## config.mk

```make
export PLATFORM = sky130hd
export DESIGN_NAME = alu_flag_unit
export DESIGN_NICKNAME = d
export VERILOG_FILES = /design/src/rtl/alu_flag_pkg.sv /design/src/rtl/alu_datapath.sv /design/src/rtl/alu_flag_rules.sv /design/src/rtl/alu_flag_unit.sv
export SDC_FILE = /design/constraint.sdc
export NUM_CORES = 1
export LEC_CHECK = 0
export BUFFER_PORTS_ARGS = -buffer_cell sky130_fd_sc_hd__buf_2
export CAP_MARGIN = 20
export CORE_MARGIN = 2
export CORE_UTILIZATION = 40
export CTS_CLUSTER_SIZE = 16
export DETAILED_ROUTE_END_ITERATION = 8
export GPL_ROUTABILITY_DRIVEN = 0
export GPL_TIMING_DRIVEN = 0
export PLACE_DENSITY = 0.7
export SETUP_SLACK_MARGIN = 0.2
export SYNTH_ARGS = -nofsm -noshare
export SYNTH_HDL_FRONTEND = slang
export SYNTH_SLANG_ARGS = --single-unit
```

## constraint.sdc

```tcl
create_clock -name clk_i -period 4.2 [get_ports clk_i]
set_input_delay 0.21 -clock clk_i [delete_from_list [all_inputs] [get_ports clk_i]]
set_output_delay 0.21 -clock clk_i [all_outputs]
set_load 0.02 [all_outputs]
```

## src/rtl/alu_flag_pkg.sv

```systemverilog
package alu_flag_pkg;
  typedef enum logic [1:0] {
    OP_SUB = 2'd0,
    OP_CMP = 2'd1,
    OP_XOR = 2'd2,
    OP_COM = 2'd3
  } alu_op_e;

  localparam int unsigned NFLAG = 5;
  localparam int unsigned F_C = 0;
  localparam int unsigned F_Z = 1;
  localparam int unsigned F_N = 2;
  localparam int unsigned F_V = 3;
  localparam int unsigned F_S = 4;
endpackage

```

## src/rtl/alu_datapath.sv

```systemverilog
module alu_datapath #(
  parameter int unsigned WIDTH = 8
) (
  input  alu_flag_pkg::alu_op_e op_i,
  input  logic [WIDTH-1:0]      opa_i,
  input  logic [WIDTH-1:0]      opb_i,
  output logic [WIDTH-1:0]      result_o,
  output logic                  borrow_o,
  output logic                  sub_ovf_o
);
  import alu_flag_pkg::*;
  localparam int unsigned MSB = WIDTH - 1;

  logic [WIDTH:0] diff;

  always_comb begin
    diff      = {1'b0, opa_i} - {1'b0, opb_i};
    borrow_o  = diff[WIDTH];
    sub_ovf_o = (opa_i[MSB] ^ opb_i[MSB]) & (diff[MSB] ^ opa_i[MSB]);
    unique case (op_i)
      OP_SUB, OP_CMP: result_o = diff[MSB:0];
      OP_XOR:         result_o = opa_i ^ opb_i;
      default:        result_o = ~opa_i;
    endcase
  end
endmodule

```

## src/rtl/alu_flag_rules.sv

```systemverilog
module alu_flag_rules #(
  parameter int unsigned WIDTH = 8
) (
  input  alu_flag_pkg::alu_op_e                 op_i,
  input  logic [WIDTH-1:0]                      result_i,
  input  logic                                  borrow_i,
  input  logic                                  sub_ovf_i,
  output logic [alu_flag_pkg::NFLAG-1:0]        new_flags_o,
  output logic [alu_flag_pkg::NFLAG-1:0]        upd_mask_o
);
  import alu_flag_pkg::*;

  logic neg, ovf;

  always_comb begin
    neg = result_i[WIDTH-1];
    ovf = 1'b0;
    new_flags_o = '0;
    upd_mask_o  = '1;
    unique case (op_i)
      OP_SUB, OP_CMP: begin
        ovf = sub_ovf_i;
        new_flags_o[F_C] = borrow_i;
      end
      OP_XOR: begin
        upd_mask_o[F_C] = 1'b0; // carry untouched
      end
      default: begin
        new_flags_o[F_C] = 1'b1; // complement forces carry
      end
    endcase
    new_flags_o[F_Z] = (result_i == '0);
    new_flags_o[F_N] = neg;
    new_flags_o[F_V] = ovf;
    new_flags_o[F_S] = neg ^ ovf;
  end
endmodule

```

## src/rtl/alu_flag_unit.sv

```systemverilog
module alu_flag_unit #(
  parameter int unsigned WIDTH = 8
) (
  input  logic                           clk_i,
  input  logic                           rst_ni,
  input  logic                           valid_i,
  input  logic [1:0]                     op_i,
  input  logic [WIDTH-1:0]               opa_i,
  input  logic [WIDTH-1:0]               opb_i,
  output logic [WIDTH-1:0]               result_o,
  output logic                           wr_en_o,
  output logic [alu_flag_pkg::NFLAG-1:0] flags_o,
  output logic                           lower_o
);
  import alu_flag_pkg::*;

  alu_op_e          op;
  logic             borrow, sub_ovf;
  logic [NFLAG-1:0] new_flags, upd_mask, flags_q;

  assign op = alu_op_e'(op_i);

  alu_datapath #(.WIDTH(WIDTH)) u_dp (
    .op_i      (op),
    .opa_i     (opa_i),
    .opb_i     (opb_i),
    .result_o  (result_o),
    .borrow_o  (borrow),
    .sub_ovf_o (sub_ovf)
  );

  alu_flag_rules #(.WIDTH(WIDTH)) u_rules (
    .op_i        (op),
    .result_i    (result_o),
    .borrow_i    (borrow),
    .sub_ovf_i   (sub_ovf),
    .new_flags_o (new_flags),
    .upd_mask_o  (upd_mask)
  );

  for (genvar i = 0; i < NFLAG; i++) begin : g_flag
    always_ff @(posedge clk_i or negedge rst_ni) begin
      if (!rst_ni)                      flags_q[i] <= 1'b0;
      else if (valid_i && upd_mask[i])  flags_q[i] <= new_flags[i];
    end
  end

  assign wr_en_o = valid_i && (op != OP_CMP);
  assign flags_o = flags_q;
  assign lower_o = flags_q[F_C];

  assert_com_carry_R1: assert property (@(posedge clk_i) disable iff (!rst_ni)
    (valid_i && op == OP_COM) |=> flags_q[F_C]);
  assert_sign_rel_R4: assert property (@(posedge clk_i) disable iff (!rst_ni)
    (valid_i && (op == OP_SUB || op == OP_CMP)) |=> (flags_q[F_S] == (flags_q[F_N] ^ flags_q[F_V])));
  assert_cmp_nowrite_R5: assert property (@(posedge clk_i) disable iff (!rst_ni)
    (op == OP_CMP) |-> !wr_en_o);
  assert_xor_keep_c_R6: assert property (@(posedge clk_i) disable iff (!rst_ni)
    (valid_i && op == OP_XOR) |=> $stable(flags_q[F_C]));
  assert_zero_R7: assert property (@(posedge clk_i) disable iff (!rst_ni)
    valid_i |=> (flags_q[F_Z] == ($past(result_o) == '0)));
  assert_hold_R8: assert property (@(posedge clk_i) disable iff (!rst_ni)
    !valid_i |=> $stable(flags_q));
endmodule

```

======== Word level (Yosys, flattened, before mapping) ========
Cells that the tools add are included.
word-level totals
  logic and storage cells ................. 24
  bits in registers ....................... 5
  output and inout bits ................... 15
cells by class
  equality and inequality tests ........... 3
  mux-type cells .......................... 4
  $add $sub $neg .......................... 1
  bitwise gates (word level) .............. 6
  reduce and logical (&&, ||, !) cells .... 5
operators with widths
  cell                                                              number
  8-bit case mux with 2 select lines                                1
  8-bit by 8-bit subtractor with 9-bit output                       1
  8-bit logical NOT                                                 1
  8-bit inverter                                                    1
  8-bit XOR                                                         1
  1-bit XOR                                                         3
  2-bit by 1-bit == test with 1-bit output (second input constant)  1
  2-bit == test (second input constant)                             1
  1-bit logical AND                                                 2
  2-bit logical NOT                                                 1
  1-bit 2-to-1 mux                                                  2
  2-bit by 1-bit != test with 1-bit output (second input constant)  1
  1-bit case mux with 2 select lines                                1
  2-bit OR reduction                                                1
  1-bit bitwise AND                                                 1

======== Logic depth before layout (Yosys ltp) ========
Gate-level depths: netlist (run 1).
  depth in word-level cells ............... 5
  mapped depth ............................ 10

======== Cells and area by module ========
Synthesis (run 1) repeated with hierarchy kept, for this count alone.
unflattened totals
  cell total of the unflattened synthesis .. 106
  area, all modules ....................... 877.1 um2
by module, submodules not included
  module          cells an instance  instances  sequential area each (um2)  area each (um2)
  alu_datapath    74                 1          0.0                         539.3
  alu_flag_unit   18                 1          125.1                       237.7
  alu_flag_rules  14                 1          0.0                         100.1

======== Least setup slack after synthesis (run 1) ========
No wires, ideal clock.
  path type ............................... input -> register
  start ................................... input opa_i[0]
  end ..................................... register flags_q[1], in the netlist flags_o[1]
  buffers on the path ..................... 0
  setup time .............................. 96 ps
  arrival time ............................ 2277 ps
  path slack .............................. 1827 ps
  cell stages on the path ................. 10
  cells stage by stage .................... inv_1 -> ha_1 -> inv_1 -> fa_1 -> a21o_1 -> a221oi_2 -> o21a_2 -> o21ai_2 -> or4b_1 -> o32ai_2
on the way
  word-level cells in the longest chain between the ends .. 3
  elaborated cells between the ends (all ways) .. 5
RTL lines
  what                                         line                  source
  from (decl)                                  alu_flag_unit.sv:8    input logic [WIDTH-1:0] opa_i,
  8-bit by 8-bit subtractor with 9-bit output  alu_datapath.sv:17    diff = {1'b0, opa_i} - {1'b0, opb_i};
  8-bit case mux with 2 select lines           alu_datapath.sv:20    unique case (op_i)
  named net result_o[6]                        alu_flag_unit.sv:10   output logic [WIDTH-1:0] result_o,
  8-bit logical NOT                            alu_flag_rules.sv:32  new_flags_o[F_Z] = (result_i == '0);
  to (signal, indexed assignment)              alu_flag_unit.sv:44   else if (valid_i && upd_mask[i]) flags_q[i] <= new_flags[i];
  to (decl)                                    alu_flag_unit.sv:19   logic [NFLAG-1:0] new_flags, upd_mask, flags_q;
The timed path passes the listed nets, and every way through them passes these cells.
A chain may end at the register's enable or synchronous reset.

======== Final worst setup path (run 1) ========
  start ................................... input opa_i[0]
  end ..................................... register flags_q[1], in the netlist flags_o[1]
on the way
  word-level cells in the longest chain between the ends .. 3
  elaborated cells between the ends (all ways) .. 5
RTL lines
  what                                                                       line
  8-bit by 8-bit subtractor with 9-bit output, or another cell as far along  alu_datapath.sv:17
  8-bit case mux with 2 select lines (*)                                     alu_datapath.sv:20
  8-bit logical NOT (*)                                                      alu_flag_rules.sv:32
Every way passes the cells marked *; elsewhere a longest branch is shown, timed or not.

==> flow_summary.json, run 1 <==
{
  "status": "finished, final reports clean",
  "overflow": 0,
  "die_area_um2": 2470,
  "viasPerCell": 5.52,
  "synth_edf_count": 0,
  "first_pass_iters": 4,
  "crit_slowest_cell": "or4b_1",
  "drc": 0,
  "vdd_drop_max_uv": 193,
  "drtIter0Drc": 10,
  "final_common_cell": "buf_2",
  "drv_slew": 0,
  "hold_class": "input pin to async pin",
  "yosysTopAreaCellShare_pct": 15.0,
  "post-cts-setup-buffers": 0,
  "wire_per_inst_um": 12.3,
  "end_kind": "flip-flop",
  "hpwl_um": 1690,
  "worst_slack_ns": 1.80,
  "clk_latency_ns": 0.23,
  "cts_hold_buffers": 1,
  "start_util_pct": 42.5,
  "avgSynthCellArea_um2": 8.10,
  "clockBufferDepth": 2,
  "instances_no_fill": 169,
  "fin_skew_ns": 0,
  "vias": 933,
  "cts-root-buf": "clkbuf_4",
  "n_antenna_cell": 0,
  "grt_max_degree": 11,
  "rsz0062_at_grt": "false",
  "grt_pass1_wl_um": 3520,
  "cpMostUsedCell": "inv_1",
  "p_leak_nw": 0.563,
  "die_y_um": 49.7,
  "cts_max_level": 1,
  "power_per_cell_area_nw_per_um2": 243,
  "path_class": "input pin to flip-flop",
  "placed_cells": 164,
  "cts_tree": "built",
  "first_global_vias": 834,
  "nNetsFinal": 174,
  "tightest_slew_ns": 0.476,
  "rows": 16,
  "syn-num-nets": 134,
  "cpPeakStageDelay_ns": 0.57,
  "io_buffers": 34,
  "grt_use_total_pct": 17.8,
  "worstPathMaxFanout": 3,
  "syn-cell-area_um2": 835,
  "antenna_found_initial": 0,
  "worstPathCellList": "buf_2, inv_1, ha_1, inv_1, fa_1, a21o_1, a221oi_2, o21a_2, o21ai_2, or4b_1, o32ai_2",
  "syn_inst": 103,
  "clock-sinks": 5,
  "slew_headroom_pct": 68.0,
  "syn2layout_area_growth_pct": 28.8,
  "worstSetupStartpointType": "input pin",
  "required_ns": 4.34,
  "hold_violations": 0,
  "layout_common_cells": "buf_2, inv_1, ha_1",
  "cts_buffers": 3,
  "synth_cell_types": 49,
  "cts.clk_slew.worst_paths_ns": 0.04,
  "cts.repair.resized": 0,
  "critPathArrivalTime_ns": 2.54,
  "die_w_um": 49.7,
  "synth_ff_type": "dfrtp_1",
  "layout-drive-gt1-share_pct": 35.9,
  "synthDominantAreaCellType": "dfrtp_1",
  "maxCapViolCount": 0,
  "ys.warnings.count": 0,
  "min_period_ns": 2.40,
  "period_share_pct": 57.1,
  "io_pins": 36,
  "wl_um": 2080,
  "setup_viol": 0,
  "drtAntennaViolNets": 0,
  "setup_tns_ns": 0,
  "synth-async-reset-ratio_pct": 100,
  "synth_seq_cells": 5,
  "pre_cts_ws_ns": 1.56,
  "yosysSeqAreaShare_pct": 15.0,
  "coreArea_um2": 1960,
  "fmaxAchievable_mhz": 417,
  "synthTopCellsByArea": "dfrtp_1, ha_1, inv_1, mux2i_1, o21ai_1"
}
-- stage by stage --
stage	hold WS [ns]	power [W]	cell area [um^2]	util, %
final	0.312	0.000261	1070	54.8
after global routing	0.322	0.000283	1070	54.8
after CTS	0.324	0.000264	1070	54.8
after detailed placement	0.0268	0.000206	1040	52.9
after global placement	0.0251	0.000202	1040	52.9
after floorplan	-0.0856	0.000161	835	-
-- worst paths after layout --
check / start / end / slack, ns / cells after the start
max in group asynchronous: rst_ni / flags_o[2] / 3.76 / 2
min in group clk_i: valid_i / flags_o[1] / 0.35 / 2
worst max-delay path: opa_i[0] / flags_o[1] / 1.80 / 11
worst min register to register: flags_o[3] / flags_o[3] / 0.51 / 2
worst min-delay path: rst_ni / lower_o / 0.31 / 2
worst max register to register: flags_o[2] / flags_o[2] / 3.42 / 1
-- layout make-up --
| type | instances | area (um^2) |
|---|---|---|
| plain buffers | 5 | 35.0 |
| clock buffers | 4 | 26.3 |
| fillers | 217 | 887 |
| inverters | 18 | 67.6 |
| multi-input cells | 75 | 607 |
| flip-flops and latches | 5 | 125 |
| well taps | 27 | 33.8 |
| repair buffers | 35 | 180 |
-- registers in the layout, indices dropped and copies added, names as in the netlist --
| name | count |
|---|---|
| lower_o | 1 |
| flags_o | 4 |
-- kinds of logic after synthesis --
kind of cell,Yosys count,synth area share [%]
AO/OA/AOI/OAI,39,34.9
adder cells (fa/ha/maj),10,15.9
buffers and inverters,23,12.3
flip-flops,5,15.0
multiplexers,6,7.50
AND/OR/NAND/NOR,20,14.4
-- report_power, final --
part | total (W) | internal (W) | switching (W) | leakage [nW]
Clock | 0.0000542 | 0.0000358 | 0.0000184 | 0.0150
Sequential | 0.0000571 | 0.0000539 | 0.00000326 | 0.0616
Combinational | 0.000150 | 0.0000630 | 0.0000867 | 0.486
-- critical path: cells and delay by family --
family                   cells  cell delay, ns
buffers and inverters        3            0.22
adder cells (fa/ha/maj)      2            0.56
AND/OR/NAND/NOR              1            0.57
AO/OA/AOI/OAI                5            0.98
-- synth_stat cells, drive strengths merged (2+ instances only) --
library cell,instances
a21boi,2
a21o,3
a21oi,4
a221oi,2
a31oi,3
and3,2
buf,4
dfrtp,5
ha,9
inv,18
mux2,2
mux2i,4
nand2,4
nand2b,2
nor2,4
o21a,3
o21ai,9
-- layer usage --
metal  track usage, %  routed length, um  vias up
li1                 -                  -      457
met1             22.0                918      431
met2             30.0               1010       40
met3             4.24                 99        5
met4             6.02                 49        0
met5                0                  0        -
No activity file was read; power rests on OpenSTA's default activity.
==> run 2: changes to the inputs <==
Settings changed: PLACE_DENSITY 0.7 to 0.73.
Clock period 4.2 ns to 2 ns, I/O delays scaled along.
==> flow_summary.json, run 2 (synthesis results as in run 1) <==
{
  "die_y_um": 49.7,
  "maxCapViolCount": 0,
  "grt_pass1_wl_um": 3860,
  "first_pass_iters": 4,
  "grt_max_degree": 11,
  "cts_tree": "built",
  "cts-root-buf": "clkbuf_4",
  "io_pins": 36,
  "r2r_setup_slack_ns": 1.27,
  "slew_headroom_pct": 70.3,
  "clk_latency_ns": 0.25,
  "syn2layout_area_growth_pct": 51.0,
  "fill_cells": 178,
  "end_kind": "flip-flop",
  "path_class": "input pin to flip-flop",
  "crit_slowest_cell": "or4b_4",
  "worstPathCellList": "buf_8, clkinv_4, ha_4, inv_2, fa_2, a21o_1, a221oi_2, o21a_2, o21ai_4, or4b_4, o32ai_2",
  "timing.rr.end": "flags_o[2]",
  "die_area_um2": 2470,
  "cts.clk_slew.worst_paths_ns": 0.05,
  "power.total_w": 0.000630,
  "worstSetupStartpointType": "input pin",
  "layout_common_cells": "buf_2, inv_1, buf_4",
  "worst_slack_ns": -0.0650,
  "worstPathMaxFanout": 2,
  "drv_slew": 0,
  "p_int_w": 0.000366,
  "p_leak_nw": 0.635,
  "hold_slack_ns": 0.192,
  "cpPeakStageDelay_ns": 0.50,
  "vdd_drop_max_uv": 361,
  "clockBufferDepth": 2,
  "setup_viol": 1,
  "grt_use_total_pct": 19.7,
  "vias": 975,
  "antenna_found_initial": 0,
  "rsz0062_at_grt": "true",
  "rows": 16,
  "first_global_vias": 933,
  "tightest_slew_ns": 0.446,
  "fin_skew_ns": 0,
  "cts_buffers": 3,
  "drtIter0Drc": 22,
  "hold_class": "input pin to async pin",
  "power_per_cell_area_nw_per_um2": 500,
  "swShare_pct": 41.9,
  "fin_util_pct": 64.2,
  "n_antenna_cell": 0,
  "critPathArrivalTime_ns": 2.22,
  "drc": 0,
  "rr_worst_depth": 1,
  "die_w_um": 49.7,
  "drtAntennaViolNets": 0,
  "io_buffers": 34,
  "hold_violations": 0,
  "wl_um": 2420,
  "fmaxAchievable_mhz": 484,
  "min_period_ns": 2.07,
  "required_ns": 2.15,
  "final_common_cell": "buf_2",
  "nNetsFinal": 184,
  "violations": "negative setup slack",
  "reg2reg_from": "flags_o[2]",
  "period_share_pct": 103,
  "hpwl_um": 1740,
  "status": "complete, but fails checks",
  "viasPerCell": 5.45,
  "p_switching_w": 0.000264,
  "p_clk_share_pct": 19.0,
  "coreArea_um2": 1960,
  "seqPwrFrac_pct": 18.9,
  "clock-sinks": 5,
  "crit_end": "flags_o[1]",
  "wire_per_inst_um": 13.5,
  "layout-drive-gt1-share_pct": 50.0,
  "start_util_pct": 42.5,
  "worstSetupStartpoint": "opa_i[0]",
  "largest_register_ffs": 4,
  "cts_max_level": 1,
  "overflow": 0,
  "combPwrFrac_pct": 62.1
}
run 2: layout make-up:
type	instances	area [um^2]	share of cell area, %
buffer	5	35.0	2.78
clock buffer	3	22.5	1.79
clock inverter	1	5.00	0.397
inverter	18	72.6	5.76
multi-input combinational	75	688	54.6
sequential	5	125	9.93
tap	27	33.8	2.68
timing repair buffer	45	278	22.0
run 2: layer usage:
| layer | share of wire (%) | global-route usage (%) |
|---|---|---|
| met2 | 52 | 38.9 |
| met4 | 2.7 | 7.41 |
| met3 | 4.5 | 2.12 |
| met1 | 41 | 20.9 |
| met5 | 0 | 0 |
run 2: power groups by stage:
stage,combinational [W],clock (W),sequential [W]
floorplan,0.000211,0,0.000135
global placement,0.000312,0,0.000120
detailed placement,0.000321,0,0.000121
CTS,0.000370,0.000122,0.000119
global route,0.000419,0.000128,0.000121
finish,0.000391,0.000120,0.000119
run 2: critical path: cells and delay by family:
| kind | cells | cell delay, ns |
|---|---|---|
| AOI/OAI and AO/OA | 5 | 0.96 |
| adders and majority gates | 2 | 0.48 |
| buffers and inverters | 3 | 0.17 |
| and+or+nand+nor | 1 | 0.50 |
run 2: what timing repair did:
| action | CTS | global route |
|---|---|---|
| hold buffers | 1 | 0 |
| cloned | 0 | 0 |
| pin swaps | 7 | 7 |
| hold endpoints to repair | 5 | 0 |
| resized for setup | 19 | 5 |
| setup endpoints to repair | 6 | 7 |
| buffers inserted | 7 | 3 |
run 2: worst min-delay path by stage:
stage,slack (ns),to
after floorplan,-0.20,flags_o[1]
after global placement,-0.08,flags_o[4]
after detailed placement,-0.08,flags_o[3]
after CTS,0.19,flags_o[3]
after global routing,0.21,flags_o[4]
final,0.19,lower_o
run 2: stage by stage:
| step | instances | area (um^2) | setup TNS [ns] | setup WS [ns] |
|---|---|---|---|---|
| 2_1_floorplan | 103 | 857 | -0.180 | -0.180 |
| 5_1_grt | 179 | 1260 | -0.179 | -0.114 |
| 3_3_place_gp | 164 | 1060 | -0.463 | -0.412 |
| 6_report | 179 | 1260 | -0.0650 | -0.0650 |
| 4_1_cts | 176 | 1220 | 0 | 0.0163 |
| 3_5_place_dp | 164 | 1060 | -0.591 | -0.470 |
==> run 3: changes to the inputs <==
Settings changed: CORE_ASPECT_RATIO from default to 0.75, CORE_UTILIZATION 40 to 42, PLACE_DENSITY 0.73 to 0.76.
==> flow_summary.json, run 3 (synthesis results as in run 1) <==
{
  "required_ns": 2.17,
  "slew_headroom_pct": 69.9,
  "cts_buffers": 3,
  "maxCapViolCount": 0,
  "use_met1_pct": 32.9,
  "first_global_vias": 986,
  "use_met2_pct": 43.8,
  "worstSetupStartpointType": "input pin",
  "r2r_setup_slack_ns": 1.24,
  "die_y_um": 42.6,
  "grt_use_total_pct": 26.9,
  "grt_pass1_wl_um": 4810,
  "cts_max_level": 1,
  "syn2layout_area_growth_pct": 52.6,
  "largest_register_ffs": 4,
  "grtUsageMet3_pct": 3.40,
  "vdd_drop_max_uv": 290,
  "clockBufferDepth": 2,
  "reg2reg_from": "flags_o[2]",
  "start_util_pct": 46.2,
  "path_class": "input pin to flip-flop",
  "end_kind": "flip-flop",
  "nNetsFinal": 183,
  "grt_busiest_layer": "met2",
  "hpwl_um": 1870,
  "rsz0062_at_grt": "true",
  "rr_worst_depth": 1,
  "hold_class": "input pin to async pin",
  "fin_skew_ns": 0,
  "first_pass_iters": 4,
  "coreArea_um2": 1810,
  "status": "complete, but fails checks",
  "timing.rr.end": "flags_o[2]",
  "wl_um": 2990,
  "cts_tree": "built",
  "viasPerCell": 5.87,
  "n_antenna_cell": 0,
  "drtIter0Drc": 35,
  "cts.clk_slew.worst_paths_ns": 0.06,
  "drv_slew": 0,
  "fmaxAchievable_mhz": 475,
  "violations": "negative setup slack",
  "tightest_slew_ns": 0.451,
  "drtAntennaViolNets": 0,
  "die_area_um2": 2360,
  "clock-sinks": 5,
  "hold_violations": 0,
  "final_common_cell": "buf_2",
  "drc": 0,
  "min_period_ns": 2.11,
  "critPathArrivalTime_ns": 2.28,
  "placed_cells": 159,
  "overflow": 0,
  "worstPathMaxFanout": 2,
  "clk_latency_ns": 0.27,
  "power_per_cell_area_nw_per_um2": 526,
  "layout_common_cells": "buf_2, inv_1, buf_4",
  "setup_viol": 2,
  "instances_no_fill": 173,
  "die_w_um": 55.5,
  "setup_tns_ns": -0.167,
  "io_pins": 36,
  "fill_cells": 147,
  "grt_max_degree": 11,
  "rows": 13,
  "period_share_pct": 105,
  "layout-drive-gt1-share_pct": 48.3,
  "antenna_found_initial": 0,
  "vias": 1016,
  "worst_slack_ns": -0.106,
  "io_buffers": 34,
  "wire_per_inst_um": 17.3,
  "p_leak_nw": 0.632,
  "cts-root-buf": "clkbuf_4"
}
==> run 3: per-stage QoR <==
stage               power, W  setup WS (ns)  cell area, um^2  hold slack [ns]  utilization, %
floorplan           0.000346         -0.180              857           -0.196               -
global placement    0.000434         -0.452             1050          -0.0828            58.4
detailed placement  0.000446         -0.492             1050          -0.0698            58.4
CTS                 0.000637        0.00735             1250            0.197            69.2
global route        0.000700         -0.151             1270            0.214            70.5
finish              0.000670         -0.106             1270            0.184            70.5
==> run 3: cell type report <==
type                       count  area [um^2]  area share (%)
sequential                     5          125            9.82
tap                           22         27.5            2.16
inverter                      18         75.1            5.89
multi-input combinational     75          704            55.3
buffer                         5         35.0            2.75
timing repair buffer          44          280            22.0
clock buffer                   4         26.3            2.06
==> run 3: repair_timing <==
action / in CTS / in global routing
hold buffers: 1 / 0
endpoints found under the setup margin: 6 / 8
gates resized for setup: 20 / 6
endpoints found under the hold margin: 5 / 0
pin swaps: 5 / 5
setup buffers: 8 / 1
==> run 3: worst max path at each step <==
| stage | start | slack (ns) | depth (start not counted) | to |
|---|---|---|---|---|
| after global routing | opa_i[0] | -0.15 | 11 | flags_o[1] |
| final | opa_i[0] | -0.11 | 11 | flags_o[1] |
| after global placement | opa_i[0] | -0.45 | 11 | flags_o[1] |
| after CTS | opa_i[0] | 0.007 | 11 | flags_o[1] |
| after floorplan | opa_i[0] | -0.18 | 10 | flags_o[1] |
| after detailed placement | opa_i[0] | -0.49 | 11 | flags_o[1] |
==> run 3: layer usage <==
layer  vias up  wire length [um]
met5         -                 0
met4         0                99
met3        14               253
met2        65              1420
met1       458              1210
li1        479                 -
==> run 3: power by group <==
part | internal [W] | total, W | switching, W
sequential | 0.000113 | 0.000120 | 0.00000687
combinational | 0.000188 | 0.000413 | 0.000225
clock | 0.0000766 | 0.000137 | 0.0000603
==> run 3: worst max-delay path: stages <==
cell	delay (ns)
buf_8	0.11
inv_8	0.05
ha_4	0.12
inv_2	0.03
fa_2	0.35
a21o_1	0.21
a221oi_4	0.33
o21a_2	0.20
o21ai_4	0.06
or4b_4	0.49
o32ai_2	0.22
